**src/rtl/rxr_pkg.sv**
```systemverilog
package rxr_pkg;
    localparam int CNT_W   = 3;
    localparam int QZ_BIT  = 3;
    localparam int SEL_LSB = 4;

    typedef enum logic {
        PK_IDLE = 1'b0,
        PK_SEND = 1'b1
    } pk_state_t;

    function automatic logic cnt_legal(input logic [CNT_W-1:0] f);
        return (f == 3'd1) || (f == 3'd2) || (f == 3'd4);
    endfunction

    function automatic logic [CNT_W-1:0] cnt_eff(input logic [CNT_W-1:0] f);
        return cnt_legal(f) ? f : 3'd1;
    endfunction
endpackage

```
**src/rtl/rxr_cfg_reg.sv**
```systemverilog
module rxr_cfg_reg
    import rxr_pkg::*;
#(
    parameter int ADDR_W   = 7,
    parameter int CFG_ADDR = 38,
    parameter int CFG_BITS = 20
) (
    input  logic                clk,
    input  logic                rst_n,
    input  logic                wr,
    input  logic [ADDR_W-1:0]   addr,
    input  logic [31:0]         wdata,
    input  logic                busy,
    output logic [31:0]         rdata,
    output logic [CFG_BITS-1:0] active,
    output logic                bad
);
    localparam logic [CFG_BITS-1:0] RST_VAL = CFG_BITS'(1);

    logic [CFG_BITS-1:0] pend_q;
    logic [CFG_BITS-1:0] act_q;
    logic                unused_wr_hi;

    assign unused_wr_hi = ^wdata[31:CFG_BITS];

    // staged copy written by the bus
    always_ff @(posedge clk) begin
        if (!rst_n) begin
            pend_q <= RST_VAL;
        end else if (wr && (addr == ADDR_W'(CFG_ADDR))) begin
            pend_q <= wdata[CFG_BITS-1:0];
        end
    end

    // applied copy, only refreshed while the packer is idle
    always_ff @(posedge clk) begin
        if (!rst_n) begin
            act_q <= RST_VAL;
        end else if (!busy) begin
            act_q <= pend_q;
        end
    end

    assign rdata  = {{(32 - CFG_BITS){1'b0}}, pend_q};
    assign active = act_q;
    assign bad    = !cnt_legal(pend_q[CNT_W-1:0]);

    // no configuration change while a frame is on its way out
    a_r8_cfg_frozen: assert property (@(posedge clk) disable iff (!rst_n)
        busy |=> $stable(act_q));
endmodule

```
**src/rtl/rxr_route.sv**
```systemverilog
module rxr_route #(
    parameter int NUM_ADC = 4,
    parameter int NUM_CH  = 4,
    parameter int SW      = 16,
    parameter int SELW    = 2
) (
    input  logic                       clk,
    input  logic                       rst_n,
    input  logic [NUM_ADC*SW-1:0]      adc_data,
    input  logic [NUM_ADC-1:0]         adc_stb,
    input  logic                       qz,
    input  logic [2*SELW*NUM_CH-1:0]   sel,
    output logic [NUM_CH*SW-1:0]       ddc_i,
    output logic [NUM_CH*SW-1:0]       ddc_q
);
    logic [SW-1:0] hold_q [NUM_ADC];

    for (genvar k = 0; k < NUM_ADC; k++) begin : g_hold
        always_ff @(posedge clk) begin
            if (!rst_n) begin
                hold_q[k] <= '0;
            end else if (adc_stb[k]) begin
                hold_q[k] <= adc_data[k*SW +: SW];
            end
        end

        // a held sample moves only on its own strobe
        a_r5_hold_stable: assert property (@(posedge clk) disable iff (!rst_n)
            !adc_stb[k] |=> $stable(hold_q[k]));
    end

    for (genvar c = 0; c < NUM_CH; c++) begin : g_chan
        logic [SELW-1:0] isel;
        logic [SELW-1:0] qsel;
        assign isel = sel[2*SELW*c +: SELW];
        assign qsel = sel[2*SELW*c + SELW +: SELW];
        assign ddc_i[c*SW +: SW] = hold_q[isel];
        assign ddc_q[c*SW +: SW] = qz ? '0 : hold_q[qsel];
    end
endmodule

```
**src/rtl/rxr_packer.sv**
```systemverilog
module rxr_packer
    import rxr_pkg::*;
#(
    parameter int NUM_CH = 4,
    parameter int SW     = 16,
    parameter int OVR_W  = 8
) (
    input  logic                 clk,
    input  logic                 rst_n,
    input  logic [NUM_CH*SW-1:0] res_i,
    input  logic [NUM_CH*SW-1:0] res_q,
    input  logic                 res_stb,
    input  logic [CNT_W-1:0]     nch,
    input  logic                 out_ready,
    output logic [SW-1:0]        out_data,
    output logic                 out_valid,
    output logic [OVR_W-1:0]     overrun,
    output logic                 busy
);
    localparam int WORDS = 2 * NUM_CH;
    localparam int IDX_W = $clog2(WORDS);

    pk_state_t            state_q, state_d;
    logic [WORDS*SW-1:0]  frame_in, frame_q;
    logic [IDX_W-1:0]     idx_q, last_q;
    logic [CNT_W:0]       two_n;
    logic                 accept, drop, last_hs;

    for (genvar c = 0; c < NUM_CH; c++) begin : g_weave
        assign frame_in[(2*c)*SW   +: SW] = res_i[c*SW +: SW];
        assign frame_in[(2*c+1)*SW +: SW] = res_q[c*SW +: SW];
    end

    assign two_n   = {nch, 1'b0};
    assign accept  = (state_q == PK_IDLE) && res_stb && out_ready;
    assign drop    = res_stb && !accept;
    assign last_hs = (state_q == PK_SEND) && out_ready && (idx_q == last_q);

    // state register
    always_ff @(posedge clk) begin
        if (!rst_n) state_q <= PK_IDLE;
        else        state_q <= state_d;
    end

    // next state
    always_comb begin
        state_d = state_q;
        unique case (state_q)
            PK_IDLE: if (accept)  state_d = PK_SEND;
            PK_SEND: if (last_hs) state_d = PK_IDLE;
        endcase
    end

    // frame datapath and drop counter
    always_ff @(posedge clk) begin
        if (!rst_n) begin
            frame_q <= '0;
            idx_q   <= '0;
            last_q  <= '0;
            overrun <= '0;
        end else begin
            if (accept) begin
                frame_q <= frame_in;
                idx_q   <= '0;
                last_q  <= IDX_W'(two_n - 1'b1);
            end else if ((state_q == PK_SEND) && out_ready) begin
                idx_q <= idx_q + 1'b1;
            end
            if (drop) overrun <= overrun + 1'b1;
        end
    end

    // outputs
    always_comb begin
        out_valid = (state_q == PK_SEND);
        busy      = (state_q != PK_IDLE);
        out_data  = frame_q[idx_q*SW +: SW];
    end

    // stalled word holds
    a_r10_stall_hold: assert property (@(posedge clk) disable iff (!rst_n)
        (out_valid && !out_ready) |=> (out_valid && $stable(out_data)));
    // strobe while busy drops and counts
    a_r9_busy_drop: assert property (@(posedge clk) disable iff (!rst_n)
        (res_stb && busy) |=> (overrun == OVR_W'($past(overrun) + 1'b1)));
    // word index never passes the frame end
    a_r6_idx_bound: assert property (@(posedge clk) disable iff (!rst_n)
        busy |-> (idx_q <= last_q));
endmodule

```
**src/rtl/rx_route_pack.sv**
```systemverilog
module rx_route_pack
    import rxr_pkg::*;
#(
    parameter int NUM_ADC  = 4,
    parameter int NUM_CH   = 4,
    parameter int SW       = 16,
    parameter int ADDR_W   = 7,
    parameter int CFG_ADDR = 38,
    parameter int OVR_W    = 8
) (
    input  logic                  clk,
    input  logic                  rst_n,
    input  logic                  reg_wr,
    input  logic [ADDR_W-1:0]     reg_addr,
    input  logic [31:0]           reg_wdata,
    output logic [31:0]           reg_rdata,
    output logic                  cfg_bad,
    input  logic [NUM_ADC*SW-1:0] adc_data,
    input  logic [NUM_ADC-1:0]    adc_stb,
    output logic [NUM_CH*SW-1:0]  ddc_in_i,
    output logic [NUM_CH*SW-1:0]  ddc_in_q,
    input  logic [NUM_CH*SW-1:0]  res_i,
    input  logic [NUM_CH*SW-1:0]  res_q,
    input  logic                  res_stb,
    output logic [SW-1:0]         word_data,
    output logic                  word_valid,
    input  logic                  word_ready,
    output logic [OVR_W-1:0]      overrun_cnt
);
    localparam int SELW     = $clog2(NUM_ADC);
    localparam int SEL_BITS = 2 * SELW * NUM_CH;
    localparam int CFG_BITS = SEL_LSB + SEL_BITS;

    logic [CFG_BITS-1:0] active;
    logic [CNT_W-1:0]    nch_eff;
    logic                busy;

    rxr_cfg_reg #(
        .ADDR_W  (ADDR_W),
        .CFG_ADDR(CFG_ADDR),
        .CFG_BITS(CFG_BITS)
    ) u_cfg (
        .clk   (clk),
        .rst_n (rst_n),
        .wr    (reg_wr),
        .addr  (reg_addr),
        .wdata (reg_wdata),
        .busy  (busy),
        .rdata (reg_rdata),
        .active(active),
        .bad   (cfg_bad)
    );

    rxr_route #(
        .NUM_ADC(NUM_ADC),
        .NUM_CH (NUM_CH),
        .SW     (SW),
        .SELW   (SELW)
    ) u_route (
        .clk     (clk),
        .rst_n   (rst_n),
        .adc_data(adc_data),
        .adc_stb (adc_stb),
        .qz      (active[QZ_BIT]),
        .sel     (active[CFG_BITS-1:SEL_LSB]),
        .ddc_i   (ddc_in_i),
        .ddc_q   (ddc_in_q)
    );

    assign nch_eff = cnt_eff(active[CNT_W-1:0]);

    rxr_packer #(
        .NUM_CH(NUM_CH),
        .SW    (SW),
        .OVR_W (OVR_W)
    ) u_pack (
        .clk      (clk),
        .rst_n    (rst_n),
        .res_i    (res_i),
        .res_q    (res_q),
        .res_stb  (res_stb),
        .nch      (nch_eff),
        .out_ready(word_ready),
        .out_data (word_data),
        .out_valid(word_valid),
        .overrun  (overrun_cnt),
        .busy     (busy)
    );

    // the packer only ever sees a legal channel count
    a_r7_count_legal: assert property (@(posedge clk) disable iff (!rst_n)
        $onehot(nch_eff));
    // reserved bits never read back set
    a_r1_reserved_zero: assert property (@(posedge clk) disable iff (!rst_n)
        reg_wr |=> (reg_rdata[31:CFG_BITS] == '0));
endmodule

```
**config.mk**
```make
export PLATFORM = sky130hd
export DESIGN_NAME = rx_route_pack
export DESIGN_NICKNAME = d
export VERILOG_FILES = /design/src/rtl/rxr_pkg.sv /design/src/rtl/rxr_cfg_reg.sv /design/src/rtl/rxr_route.sv /design/src/rtl/rxr_packer.sv /design/src/rtl/rx_route_pack.sv
export SDC_FILE = /design/constraint.sdc
export NUM_CORES = 1
export LEC_CHECK = 0
export CORE_MARGIN = 2
export CORE_UTILIZATION = 35
export CTS_BUF_LIST = sky130_fd_sc_hd__clkbuf_4
export CTS_CLUSTER_SIZE = 25
export DETAILED_ROUTE_END_ITERATION = 16
export PLACE_DENSITY_LB_ADDON = 0.1
export SYNTH_ARGS = -nofsm -noshare
export SYNTH_HDL_FRONTEND = slang
export SYNTH_SLANG_ARGS = --single-unit
export TNS_END_PERCENT = 30
```
**constraint.sdc**
```tcl
create_clock -name clk -period 5.05 [get_ports clk]
set_clock_uncertainty 0.05 [all_clocks]
set_input_delay 1.01 -clock clk [delete_from_list [all_inputs] [get_ports clk]]
set_output_delay 1.01 -clock clk [all_outputs]
set_load 0.01 [all_outputs]
```
Word-level counts from Yosys, hierarchy flattened
Memories as Yosys holds them, arrays and structs flattened. A register that Yosys moved wholly into a read port is not among the register bits.
Index checks and enable logic that the tools add are counted.
- memories kept: 1
- input port bits: 240
- RAM bits: 64
- register bits after elaboration: 183
- logic and storage cells: 80
- output and inout bits: 186
- memories (memory ; depth ; bits a word ; rd ports ; clocked after memory_dff ; wr ports ; line ; source):
    u_route.hold_q ; 4 ; 16 ; 8 ; 8 ; 4 ; rxr_route.sv:16 ; logic [SW-1:0] hold_q [NUM_ADC];
- mux-type cells: 41
- add/sub/neg operators: 3
- shift-type cells: 1
- bitwise logic cells: 6
- equal/unequal tests: 8
- reduce and logical (&&, ||, !) cells: 13
- operator list (operator ; count):
    $mux W16 ; 8
    $shiftx A128 B8 Y16 ; 1
    $mux W2 ; 17
    $mux W1 ; 15
    $add A8 B1 Y8 const B ; 1
    $eq A7 B6 Y1 const B ; 1
    $eq A3 B1 Y1 const B ; 2
    $eq A3 B2 Y1 const B ; 2
    $eq A3 B3 Y1 const B ; 2
    $logic_and A1 B1 Y1 ; 6
    $logic_or A1 B1 Y1 ; 4
    $or A1 B1 Y1 ; 4
    $add A3 B1 Y3 const B ; 1
    $eq A3 B3 Y1 ; 1
    $sub A3 B1 Y3 const B ; 1
    $logic_not A1 Y1 ; 2
    $not A1 Y1 ; 2
    $pmux W1 S2 ; 1
    $reduce_or A2 Y1 ; 1

Depth between registers and ports, before layout
- depth in word-level cells: 5
- gate-level depth with buffers: 7
- gate-level depth less buffers: 4

Cells and area by module
Synthesis repeated with hierarchy kept, for this count alone.
- cells, all modules: 1324
- area total of the unflattened synthesis: 13917.1 µm²
- modules (own cells, without submodules) (module ; sequential area each (µm²) ; instances ; cells each ; area an instance (µm²)):
    rxr_packer ; 2862.7 ; 1 ; 697 ; 6144.6
    rxr_route ; 1921.8 ; 1 ; 455 ; 6025.8
    rxr_cfg_reg ; 800.8 ; 1 ; 168 ; 1716.6
    rx_route_pack ; 0.0 ; 1 ; 4 ; 30.0

Least setup slack after synthesis
No wires, ideal clock.
- kind: register to output
- from: register u_pack.idx_q[1]
- to: output word_data[14]
- cell stages (with the launch flop): 6
- setup slack: 2566 ps
- data required time: 3990 ps
- arrival: 1424 ps
- path buffers: 3
- cells stage by stage: dfxtp_1 buf_6 buf_6 buf_2 mux4_2 mux2_2
- cells in the longest elaborated chain, start to end: 1
- ends and longest elaborated chain (element ; line ; source):
    start: declaration ; rxr_packer.sv:25 ; logic [IDX_W-1:0] idx_q, last_q;
    start signal: assignment ; rxr_packer.sv:67 ; idx_q <= idx_q + 1'b1;
    $shiftx A128 B8 Y16 ; rxr_packer.sv:77 ; out_data = frame_q[idx_q*SW +: SW];
    end: declaration ; rx_route_pack.sv:25 ; output logic [SW-1:0] word_data,
No other way between the ends.

Final worst setup path
- from: register u_pack.idx_q[1]
- to: output word_data[2]
The elaborated chain is that of the path after synthesis.

==> metrics.md <==
| Metric | Value |
|---|---|
| Port bufs | `401` |
| Cell Pwr Density | `between 200 and 300 nW/um^2` |
| CTS tree | `built` |
| CP max-delay cell | `dfxtp_2` |
| Die Y | `204 um` |
| Critical path, cell by cell | `buf_4 -> mux4_2 -> mux2_2 -> clkdlybuf4s50_1` |
| Arr. time, crit path | `~3.2 ns` |
| Core ar. | `about 40000 um^2` |
| Drt total wl | `between 40 and 50 mm` |
| Global route overflow | `0` |
| Dpl hpwl | `between 30 and 40 mm` |
| Vias in the first global route | `approximately 12000` |
| Worst hold path type | `flop to flop` |
| # Post-CTS Setup Buffers | `0` |
| Hold_sp | `u_pack.frame_q[112]` |
| WP buf/inv | `2` |
| Setup TNS | `0 ns` |
| Cell Count, Final, Fillers Out | `between 2000 and 2500` |
| Fmax | `about 0.24 GHz` |
| Worst-path maximum fanout | `29` |
| Hold_buf cts | `0` |
| Setup violators final | `0` |
| Kind of critical path | `flop to output port` |
| Fin crit period | `approximately 4.2 ns` |
| Max VDD drop | `approximately 150 uV` |
| CP max stage delay | `around 0.96 ns` |
| Total power | `between 5 and 6 mW` |
| Final-report hold violation count | `0` |
| Asr flop ratio synth | `0%` |
| #FFs+latches synth | `~260` |
| Actual slew at the worst max-slew pin | `about 1.1 ns` |
| Synth Instances | `approximately 1300` |
| Commonest non-fill, non-tap cell in the layout | `clkdlybuf4s50_1` |
| Vias | `~12000` |
| Clk Latency, worst-skew pair | `0.70 ns` |
| Worst Reg-to-Reg Cells | `5` |
| EDFF count, synth | `64` |
| CTS sink cnt | `roughly 260` |
| Hold Crit Depth | `2` |
| P_int | `3.90 mW` |
| Commonest non-fill, non-tap cells in the layout | `clkdlybuf4s50_1, nand2_1, dfxtp_1` |
| Top cells by area, synth | `dfxtp_1, mux4_2, edfxtp_1` |
| Die width | `about 200 um` |
| CP delay by family, top | `flip-flops` |
| Max-slew headroom | `around 28%` |
| RSZ-0062 raised after global routing | `no` |
| Cts bufs inserted | `between 70 and 80` |
| Die area | `between 40000 and 50000 um^2` |
| DRC | `0` |
| Initial antenna violation count | `4` |
| Reg2reg setup slack | `~2.5 ns` |
| Routed WL per cell | `about 21 um` |
| Worst hold endpoint | `u_pack.frame_q[112]` |
| Largest net degree at the start of global routing | `105` |
| H-tree lvl count | `3` |
| Io pins | `about 430` |
| Clock root cell | `clkbuf_4` |
| PostCTS Resize Cnt | `0` |
| Max-slew violation count | `0` |
| Sequential fraction of the synthesis area | `approximately 42%` |
| Switching share of power | `25.6%` |
| CP Launch Type | `flop` |
| Logic pwr share | `16.2%` |
| Initial core utilization | `a little over a third` |
| Leak | `just under 7 nW` |
| FF-to-FF Start | `u_pack.busy` |
| Clock share of power | `slightly below 40%` |
| Total global-route track usage | `~22%` |
| Critical Path End Type | `output port` |
| Final nets | `1883` |
| Cell taking the most area after synthesis | `dfxtp_1` |
| Reg2Reg Capture Point | `u_pack.frame_q[25]` |
| Critical path data required time | `about 4.0 ns` |
| Synth-to-layout area growth | `37.2%` |
| DR pass1 iterations | `5` |
| DR vias/cell | `roughly 5.3` |
| Share of the synthesized area in the top cell type | `28.5%` |
| Clock-pin slew on the worst setup and hold paths | `0.07 ns` |
| Row cnt | `73` |
| Mean Syn Cell Area | `roughly 11 um^2` |
| Placed insts | `between 2000 and 2500` |
| Cell variety after synth | `just over 40` |
| RePlAce Congestion | `about 0.84` |
| Ys Warns | `0` |
| Status | `completed` |
| Max Root-Sink Buffers | `3` |
| Period utilization | `a little over four fifths` |
| ANT nets after route | `0` |
| Mapped cell area | `14000 um^2` |
| Sequential power share | `between 40% and 50%` |
| Fraction of layout instances using a drive strength above 1 | `19.2%` |
| DRT iter0 DRCs | `between 800 and 900` |
| Max-cap violations | `0` |
| Prevailing post-synth register cell | `dfxtp_1` |
| First-pass GRT wire length | `~70 mm` |
| Switching pwr | `1.34 mW` |
==> worst max-delay path by stage <==
stage,from,endpoint,cells past startpoint,slack (ns)
2_1_floorplan,u_pack.idx_q[1],word_data[14],5,2.57
3_3_place_gp,u_pack.idx_q[1],word_data[9],3,1.46
3_5_place_dp,u_pack.idx_q[1],word_data[9],3,1.50
4_1_cts,u_pack.idx_q[1],word_data[9],3,0.69
5_1_grt,u_pack.idx_q[1],word_data[9],3,0.63
6_report,u_pack.idx_q[1],word_data[2],4,0.83
==> final cells by class <==
class,count,area (um^2)
timing repair buffer,424,4180
multi-input combinational,875,7380
antenna,3,7.51
clock buffer,121,908
tap,525,657
sequential,263,5910
fill,3743,20400
clock inverter,13,80.1
inverter,3,16.3
==> through the flow <==
step / hold WS (ns) / cell area, um^2 / util [%] / setup WS [ns]
2_1_floorplan: 0.382 / 14000 / - / 2.57
3_3_place_gp: 0.389 / 18100 / 45.9 / 1.46
5_1_grt: 0.423 / 19100 / 48.4 / 0.632
6_report: 0.401 / 19100 / 48.4 / 0.827
4_1_cts: 0.400 / 19100 / 48.4 / 0.692
3_5_place_dp: 0.392 / 18100 / 45.9 / 1.50
==> power groups by stage <==
stage               sequential (mW)  clock [mW]  combinational, mW
floorplan                      2.37           0              0.412
global placement               2.41           0              0.857
detailed placement             2.42           0              0.859
CTS                            2.37        2.09              0.862
global route                   2.39        2.20              0.913
finish                         2.38        2.02              0.852
==> tightest hold or removal path: stages, from the launching register on <==
cell and delay [ns]:
dfxtp_1 0.30, nand2_1 0.05, a21oi_1 0.05
==> cells by family (layout without fill, tap and decap cells) <==
| group | count (synthesis) | in the layout | synth area share (%) |
|---|---|---|---|
| muxes | 199 | 199 | 29.1 |
| AOI/OAI and AO/OA | 188 | 188 | 6.82 |
| other | 1 | 15 | 0.0269 |
| and+or+nand+nor | 469 | 469 | 16.0 |
| DFF | 263 | 263 | 42.3 |
| xor gates and xnor gates | 5 | 5 | 0.314 |
| buffers and inverters | 137 | 561 | 5.32 |
| adders and majority gates | 2 | 2 | 0.179 |
==> routing by layer <==
layer | track usage (%) | wire, um | part of all wire (%) | vias up
met5 | 0 | 11 | 0.023 | -
met1 | 27.1 | 18100 | 39 | 5681
li1 | - | - | - | 5415
met3 | 6.55 | 4600 | 9.8 | 93
met2 | 37.2 | 22800 | 49 | 541
met4 | 9.83 | 1320 | 2.8 | 2
==> sequential cells by signal, indices dropped and copies added (netlist names), named ones only <==
name            cells
u_pack.last_q       3
u_pack.idx_q        3
u_pack.overrun      8
u_pack.frame_q    128
u_pack.busy         1
u_cfg.active       20
u_route.hold_q     64
u_cfg.pend_q       20
==> cell usage after synthesis (13+ instances only) <==
library cell,instances
clkbuf_1,49
and3_1,64
nor2b_1,66
a21oi_1,157
nor2_1,22
buf_4,27
nand2_1,268
edfxtp_1,64
mux4_2,152
mux2_2,13
dfxtp_1,199
o21ai_0,25
mux2i_1,23
nand3_1,22
buf_2,37
(Power assumes the default switching activity.)
